--- src/rtl/rxd_pkg.sv ---
package rxd_pkg;
   typedef enum logic [3:0] {
      S_IDLE, S_PICK, S_RD0, S_RD1, S_RD2, S_RD3, S_CHK,
      S_DIN, S_DWR, S_WB0, S_WB1, S_DROP
   } rxd_st_t;
   localparam int OWN_BIT = 31;
   localparam int GRP_CTL = 0;
   localparam int GRP_PTR = 1;
   localparam int GRP_FST = 2;
endpackage

--- src/rtl/rxd_regs.sv ---
module rxd_regs #(
   parameter int NR    = 4,
   parameter int OFS_W = 2,
   parameter int RW    = 3
) (
   input  logic                 clk,
   input  logic                 rst_n,
   input  logic                 reg_we,
   input  logic [3:0]           reg_addr,
   input  logic [31:0]          reg_wdata,
   output logic [31:0]          reg_rdata,
   input  logic                 upd_en,
   input  logic [RW-1:0]        upd_ring,
   input  logic [31:0]          upd_next,
   output logic [NR-1:0][31:0]  head,
   output logic [NR-1:0][31:0]  cur,
   output logic [OFS_W-1:0]     ofs,
   output logic                 irq
);
   import rxd_pkg::*;
   logic [1:0] grp, idx;
   logic cause, mask;
   logic [NR-1:0][31:0] first;

   assign grp = reg_addr[3:2];
   assign idx = reg_addr[1:0];
   assign irq = cause & mask;

   always_ff @(posedge clk) begin
      if (!rst_n) begin
         cause <= 1'b0;
         mask  <= 1'b0;
         ofs   <= '0;
      end else begin
         if (upd_en)
            cause <= 1'b1;
         else if (reg_we && grp == 2'(GRP_CTL) && idx == 2'd0 && reg_wdata[0])
            cause <= 1'b0;
         if (reg_we && grp == 2'(GRP_CTL) && idx == 2'd1) mask <= reg_wdata[0];
         if (reg_we && grp == 2'(GRP_CTL) && idx == 2'd2) ofs  <= reg_wdata[OFS_W-1:0];
      end
   end

   for (genvar r = 0; r < NR; r++) begin : g_ring
      always_ff @(posedge clk) begin
         if (!rst_n) begin
            head[r]  <= '0;
            cur[r]   <= '0;
            first[r] <= '0;
         end else begin
            if (reg_we && grp == 2'(GRP_PTR) && idx == 2'(r)) begin
               head[r] <= reg_wdata;
               cur[r]  <= reg_wdata;
            end else if (upd_en && upd_ring == RW'(r)) begin
               cur[r]  <= upd_next;
            end
            if (reg_we && grp == 2'(GRP_FST) && idx == 2'(r))
               first[r] <= reg_wdata;
         end
      end
   end

   always_comb begin
      reg_rdata = '0;
      case (grp)
         2'(GRP_CTL): begin
            if (idx == 2'd0) reg_rdata = {31'd0, cause};
            if (idx == 2'd1) reg_rdata = {31'd0, mask};
            if (idx == 2'd2) reg_rdata = 32'(ofs);
         end
         2'(GRP_PTR): for (int i = 0; i < NR; i++) if (idx == 2'(i)) reg_rdata = cur[i];
         2'(GRP_FST): for (int i = 0; i < NR; i++) if (idx == 2'(i)) reg_rdata = first[i];
         default: reg_rdata = '0;
      endcase
   end
endmodule

--- src/rtl/rxd_walker.sv ---
module rxd_walker #(
   parameter int NR    = 4,
   parameter int OFS_W = 2,
   parameter int RW    = 3
) (
   input  logic                 clk,
   input  logic                 rst_n,
   input  logic                 hdr_valid,
   input  logic [15:0]          hdr_len,
   output logic                 hdr_ready,
   input  logic                 in_valid,
   input  logic [7:0]           in_data,
   output logic                 in_ready,
   output logic                 mem_req,
   output logic                 mem_we,
   output logic [31:0]          mem_addr,
   output logic [3:0]           mem_be,
   output logic [31:0]          mem_wdata,
   input  logic                 mem_gnt,
   input  logic [31:0]          mem_rdata,
   input  logic [NR-1:0][31:0]  head,
   input  logic [NR-1:0][31:0]  cur,
   input  logic [OFS_W-1:0]     ofs,
   output logic                 upd_en,
   output logic [RW-1:0]        upd_ring,
   output logic [31:0]          upd_next
);
   import rxd_pkg::*;
   rxd_st_t st;
   logic [RW-1:0] ring;
   logic [31:0] dptr, cmd, buf_a, nxt, cur_sel, head_sel, wa;
   logic [15:0] bsize, flen, cnt, cnt_nx;
   logic [7:0]  dbyte;
   logic        take;

   always_comb begin
      cur_sel  = '0;
      head_sel = '0;
      for (int i = 0; i < NR; i++)
         if (ring == RW'(i)) begin
            cur_sel  = cur[i];
            head_sel = head[i];
         end
   end

   assign take     = cmd[OWN_BIT] && (bsize >= flen);
   assign cnt_nx   = cnt + 16'd1;
   assign wa       = buf_a + 32'(ofs) + 32'(cnt);
   assign hdr_ready = (st == S_IDLE);
   assign in_ready  = (st == S_DIN) || (st == S_DROP);
   assign upd_en    = (st == S_WB1) && mem_gnt;
   assign upd_ring  = ring;
   assign upd_next  = nxt;

   always_comb begin
      mem_req   = 1'b1;
      mem_we    = 1'b0;
      mem_be    = 4'hF;
      mem_addr  = dptr;
      mem_wdata = '0;
      case (st)
         S_RD0: mem_addr = dptr;
         S_RD1: mem_addr = dptr + 32'd4;
         S_RD2: mem_addr = dptr + 32'd8;
         S_RD3: mem_addr = dptr + 32'd12;
         S_DWR: begin
            mem_we    = 1'b1;
            mem_addr  = {wa[31:2], 2'b00};
            mem_be    = 4'b0001 << wa[1:0];
            mem_wdata = {4{dbyte}};
         end
         S_WB0: begin
            mem_we    = 1'b1;
            mem_addr  = dptr + 32'd4;
            mem_wdata = {bsize, flen + 16'(ofs)};
         end
         S_WB1: begin
            mem_we    = 1'b1;
            mem_wdata = cmd & ~(32'd1 << OWN_BIT);
         end
         default: mem_req = 1'b0;
      endcase
   end

   always_ff @(posedge clk) begin
      if (!rst_n) begin
         st <= S_IDLE; ring <= '0; dptr <= '0; cmd <= '0; buf_a <= '0;
         nxt <= '0; bsize <= '0; flen <= '0; cnt <= '0; dbyte <= '0;
      end else begin
         case (st)
            S_IDLE: if (hdr_valid) begin
               flen <= hdr_len; ring <= '0; cnt <= '0; st <= S_PICK;
            end
            S_PICK: begin
               if (ring == RW'(NR))
                  st <= (flen == 16'd0) ? S_IDLE : S_DROP;
               else if (cur_sel == 32'd0)
                  ring <= ring + RW'(1);
               else begin
                  dptr <= cur_sel; st <= S_RD0;
               end
            end
            S_RD0: if (mem_gnt) begin cmd   <= mem_rdata;         st <= S_RD1; end
            S_RD1: if (mem_gnt) begin bsize <= mem_rdata[31:16];  st <= S_RD2; end
            S_RD2: if (mem_gnt) begin buf_a <= mem_rdata;         st <= S_RD3; end
            S_RD3: if (mem_gnt) begin nxt   <= mem_rdata;         st <= S_CHK; end
            S_CHK: begin
               if (take)
                  st <= (flen == 16'd0) ? S_WB0 : S_DIN;
               else if (nxt == head_sel) begin
                  ring <= ring + RW'(1); st <= S_PICK;
               end else begin
                  dptr <= nxt; st <= S_RD0;
               end
            end
            S_DIN: if (in_valid) begin dbyte <= in_data; st <= S_DWR; end
            S_DWR: if (mem_gnt) begin
               cnt <= cnt_nx;
               st  <= (cnt_nx == flen) ? S_WB0 : S_DIN;
            end
            S_WB0: if (mem_gnt) st <= S_WB1;
            S_WB1: if (mem_gnt) st <= S_IDLE;
            S_DROP: if (in_valid) begin
               cnt <= cnt_nx;
               if (cnt_nx == flen) st <= S_IDLE;
            end
            default: st <= S_IDLE;
         endcase
      end
   end
endmodule

--- src/rtl/rxd_dma.sv ---
module rxd_dma #(
   parameter int NUM_RINGS = 4,
   parameter int OFS_W     = 2
) (
   input  logic        clk,
   input  logic        rst_n,
   input  logic        reg_we,
   input  logic [3:0]  reg_addr,
   input  logic [31:0] reg_wdata,
   output logic [31:0] reg_rdata,
   input  logic        hdr_valid,
   input  logic [15:0] hdr_len,
   output logic        hdr_ready,
   input  logic        in_valid,
   input  logic [7:0]  in_data,
   output logic        in_ready,
   output logic        mem_req,
   output logic        mem_we,
   output logic [31:0] mem_addr,
   output logic [3:0]  mem_be,
   output logic [31:0] mem_wdata,
   input  logic        mem_gnt,
   input  logic [31:0] mem_rdata,
   output logic        irq
);
   localparam int RW = $clog2(NUM_RINGS + 1);

   if (NUM_RINGS < 1 || NUM_RINGS > 4) begin : g_bad_rings
      $error("rxd_dma: NUM_RINGS must be 1..4");
   end
   if (OFS_W < 1 || OFS_W > 8) begin : g_bad_ofs
      $error("rxd_dma: OFS_W must be 1..8");
   end

   logic [NUM_RINGS-1:0][31:0] head, cur;
   logic [OFS_W-1:0] ofs;
   logic             upd_en;
   logic [RW-1:0]    upd_ring;
   logic [31:0]      upd_next;

   rxd_regs #(.NR(NUM_RINGS), .OFS_W(OFS_W), .RW(RW)) u_regs (
      .clk(clk), .rst_n(rst_n), .reg_we(reg_we), .reg_addr(reg_addr),
      .reg_wdata(reg_wdata), .reg_rdata(reg_rdata), .upd_en(upd_en),
      .upd_ring(upd_ring), .upd_next(upd_next), .head(head), .cur(cur),
      .ofs(ofs), .irq(irq));

   rxd_walker #(.NR(NUM_RINGS), .OFS_W(OFS_W), .RW(RW)) u_walk (
      .clk(clk), .rst_n(rst_n), .hdr_valid(hdr_valid), .hdr_len(hdr_len),
      .hdr_ready(hdr_ready), .in_valid(in_valid), .in_data(in_data),
      .in_ready(in_ready), .mem_req(mem_req), .mem_we(mem_we),
      .mem_addr(mem_addr), .mem_be(mem_be), .mem_wdata(mem_wdata),
      .mem_gnt(mem_gnt), .mem_rdata(mem_rdata), .head(head), .cur(cur),
      .ofs(ofs), .upd_en(upd_en), .upd_ring(upd_ring), .upd_next(upd_next));
endmodule

--- config.mk ---
export PLATFORM = sky130hd
export DESIGN_NAME = rxd_dma
export DESIGN_NICKNAME = d
export VERILOG_FILES = /design/src/rtl/rxd_pkg.sv /design/src/rtl/rxd_regs.sv /design/src/rtl/rxd_walker.sv /design/src/rtl/rxd_dma.sv
export SDC_FILE = /design/constraint.sdc
export NUM_CORES = 2
export LEC_CHECK = 0
export BUFFER_PORTS_ARGS = -buffer_cell sky130_fd_sc_hd__buf_2
export CAP_MARGIN = 20
export CORE_ASPECT_RATIO = 0.75
export CORE_MARGIN = 2
export CORE_UTILIZATION = 62
export DETAILED_ROUTE_END_ITERATION = 10
export PLACE_DENSITY = 0.82
export SLEW_MARGIN = 20
export SYNTH_ARGS = -nofsm -noshare
export SYNTH_HDL_FRONTEND = slang
export SYNTH_SLANG_ARGS = --single-unit
--- constraint.sdc ---
create_clock -name clk -period 5.5 [get_ports clk]
set_input_delay 1.65 -clock clk [delete_from_list [all_inputs] [get_ports clk]]
set_output_delay 1.65 -clock clk [all_outputs]
set_load 0.05 [all_outputs]
==> flow_summary.json <==
{
  "die_w_um": 268,
  "path_common_cell": "fa_2",
  "synth_edf_count": 0,
  "fin_util": 0.694,
  "avgSynthCellArea_um2": 7.33,
  "crit_path_end_kind": "output port",
  "synth_cell_type_count": 90,
  "max_freq_mhz": 179,
  "area_growth_pct": 10.6,
  "drt-initial-drc-count": 6602,
  "violations": "design-rule violations, negative setup slack",
  "clk_pin_slew_worst_paths_ps": 70,
  "clockPowerShare": 0.379,
  "antenna_found_initial": 9,
  "grt_util_all_layers": 0.471,
  "first_global_vias": 30900,
  "tightest_slew_ps": 1240,
  "cp.arrival_ps": 3940,
  "initial_core_util": 0.627,
  "final_area_um2": 35800,
  "yosys_warnings": 0,
  "yosysMostFrequentCell": "nand2_1",
  "outcome": "complete, but fails checks",
  "hpwl_mm": 92.3,
  "drtAntennaViolNets": 0,
  "drive_above_1_share": 0.127,
  "leakage_nw": 13.0,
  "drc": 1,
  "required_ps": 3850,
  "post-route-period-util": 1.02,
  "grt_setup_unrepaired": "yes",
  "fill_cells": 4364,
  "yosys.area.top_type": "dfxtp_1",
  "p_per_area_nw_per_um2": 310,
  "gp_congestion": 1.06,
  "ioPinCount": 203,
  "synth-seq-area-share": 0.359,
  "vias": 34700,
  "ys_ff_latch": 579,
  "p_sw_frac": 0.328,
  "crit_type": "reg -> out",
  "place_area_um2": 33600,
  "cts_sinks": 579,
  "layout_setup_ws_ps": -91.9,
  "avgViaCountPerCell": 6.79,
  "regArea_um2": 11600,
  "hp-class": "reg -> reg",
  "combinationalPowerShare": 0.220,
  "startpoint_type": "register",
  "clock_path_buffers": 3,
  "cts_buffers": 55,
  "worstSkewPairLatency_ps": 660,
  "cts_tree": "built",
  "setup_violations": 3,
  "maxSlewViolCount": 0,
  "multi_input_area_um2": 19100,
  "cap_violations": 0,
  "yosys-top-cells-count": "nand2_1 (1,129), a21oi_1 (679), dfxtp_1 (579)",
  "cts_htree_levels": 2,
  "crit_fanout": 7,
  "nets": 4521,
  "hold_viol": 0,
  "min_period_ps": 5590,
  "worstPathCellList": "fa_2, ha_4, fa_2, a211o_1, o211ai_1, a21o_1, a21oi_2, o2111ai_4, nand3_4, nand4_1, xor2_1, o2111ai_1, buf_4",
  "seqPwrFrac": 0.401,
  "ys_async_sr_fraction": 0,
  "drt_wl_total_mm": 131,
  "synth_area_um2": 32300,
  "slowest_stage": "fa_2",
  "yosys.area.top_type_share": 0.359,
  "synth_top_flop_cell": "dfxtp_1",
  "clock_skew_ps": 31.6,
  "grt-ovfl-total": 0,
  "wl_per_cell_um": 25.6,
  "cpPeakStageDelay_ps": 480,
  "hold_buffers": 0,
  "slew_headroom": 0.174,
  "num_rows": 72,
  "coreArea_um2": 51500,
  "die-area_um2": 54000,
  "ys_top_cells_by_area": "dfxtp_1 (36%), nand2_1 (13%), a21oi_1 (11%)",
  "grt_pass1_wl_mm": 194,
  "p_int_w": 0.00746,
  "cts_root_buf": "clkbuf_16",
  "syn_nets": 4571,
  "switchingPower_w": 0.00364,
  "placed_cells": 5002,
  "grt_max_degree": 157,
  "syn_inst": 4412,
  "ir_worst_vdd_mv": 0.323,
  "first_pass_iters": 11,
  "finalNonFillerCells": 5116,
  "portBuffers": 202,
  "die_y_um": 202
}
==> area by class of cell <==
| class | count | area share |
|---|---|---|
| diodes | 4 | 0.000280 |
| clock buffers | 80 | 0.0454 |
| clock inverters | 24 | 0.00952 |
| inverters | 48 | 0.00525 |
| multi-input cells | 3373 | 0.535 |
| flip-flops and latches | 579 | 0.325 |
| well taps | 703 | 0.0246 |
| repair buffers | 305 | 0.0558 |
==> sequential cells by signal, summed over array words and instances, names as in the netlist <==
name,count
u_regs.cause,1
u_regs.cur,128
u_regs.first,128
u_regs.head,128
u_regs.mask,1
u_regs.ofs,2
u_walk.bsize,16
u_walk.buf_a,32
u_walk.cmd,32
u_walk.cnt,16
u_walk.dbyte,8
u_walk.dptr,32
u_walk.flen,16
u_walk.st,4
u_walk.upd_next,32
u_walk.upd_ring,3
==> cell families (layout without fill, tap and decap cells) <==
| family | Yosys count | after routing | share of synthesized area |
|---|---|---|---|
| simple gates | 1764 | 1764 | 0.237 |
| compound gates | 1301 | 1301 | 0.244 |
| flops | 579 | 579 | 0.359 |
| buf+inv | 460 | 457 | 0.0578 |
| mux | 155 | 155 | 0.0527 |
| xor+xnor | 92 | 92 | 0.0249 |
| fa+ha+maj | 61 | 61 | 0.0248 |
| other cells | 0 | 4 | 0 |
==> cells in the final DEF, fill, tap and decap left out, types with 51 or more instances in the layout <==
cell / synthesis / layout
nand2_1: 1129 / 1127
a21oi_1: 679 / 675
dfxtp_1: 579 / 569
nor2_1: 209 / 187
buf_2: 37 / 185
o21ai_0: 173 / 166
nand3_1: 125 / 118
buf_4: 5 / 103
mux2i_1: 87 / 87
mux2_2: 62 / 62
a311oi_1: 61 / 61
clkbuf_16: 0 / 57
a22oi_1: 53 / 53
nor3_1: 55 / 53
ha_1: 56 / 51
==> per-layer routing <==
layer / share of wire / wire length [um] / global-route usage / up-vias
met2: 0.38 / 50500 / 0.625 / 2643
met5: 0.00051 / 67 / 0 / -
met1: 0.39 / 51200 / 0.665 / 16300
met3: 0.18 / 23400 / 0.202 / 467
li1: - / - / - / 15400
met4: 0.046 / 6030 / 0.177 / 10
==> per-stage QoR <==
step	worst slack (ps)	hold slack (ps)	setup TNS (ps)	total power, W
6_report	-91.9	454	-198	0.0111
3_3_place_gp	162	440	0	0.00682
2_1_floorplan	14.2	431	0	0.00611
4_1_cts	-58.4	455	-123	0.0109
5_1_grt	-164	468	-973	0.0113
3_5_place_dp	64.0	447	0	0.00683
==> what timing repair did <==
action | CTS | global route
hold endpoints to repair | 0 | 0
cloned | 0 | 0
setup endpoints to repair | 18 | 19
buffers inserted | 4 | 1
pin swaps | 9 | 6
gates resized for setup | 25 | 25
==> critical path: cells and delay by family, from the launching register on <==
family / cells / cell delay [ps]
xor gates and xnor gates: 1 / 210
buffers and inverters: 1 / 220
DFF: 1 / 340
adders and majority gates: 3 / 1070
and+or+nand+nor: 2 / 320
AOI/OAI and AO/OA: 6 / 1100
==> power by group through the flow <==
stage	Clock, W	Sequential [W]	Combinational [W]
floorplan	0	0.00445	0.00166
global placement	0	0.00453	0.00229
detailed placement	0	0.00453	0.00230
CTS	0.00417	0.00444	0.00232
global route	0.00434	0.00446	0.00254
finish	0.00421	0.00445	0.00244
==> path summary, 6_finish.rpt <==
| path | end | startpoint | depth (start not counted) | slack [ps] |
|---|---|---|---|---|
| hold / removal | u_regs.first[43] | u_regs.first[43] | 2 | 450 |
| setup reg to reg | u_walk.upd_ring[1] | u_walk.upd_ring[0] | 11 | 1030 |
| setup / recovery | mem_addr[31] | u_walk.buf_a[1] | 13 | -90 |
| hold reg to reg | u_regs.first[43] | u_regs.first[43] | 2 | 450 |
No activity file was read; power rests on OpenSTA's default activity.
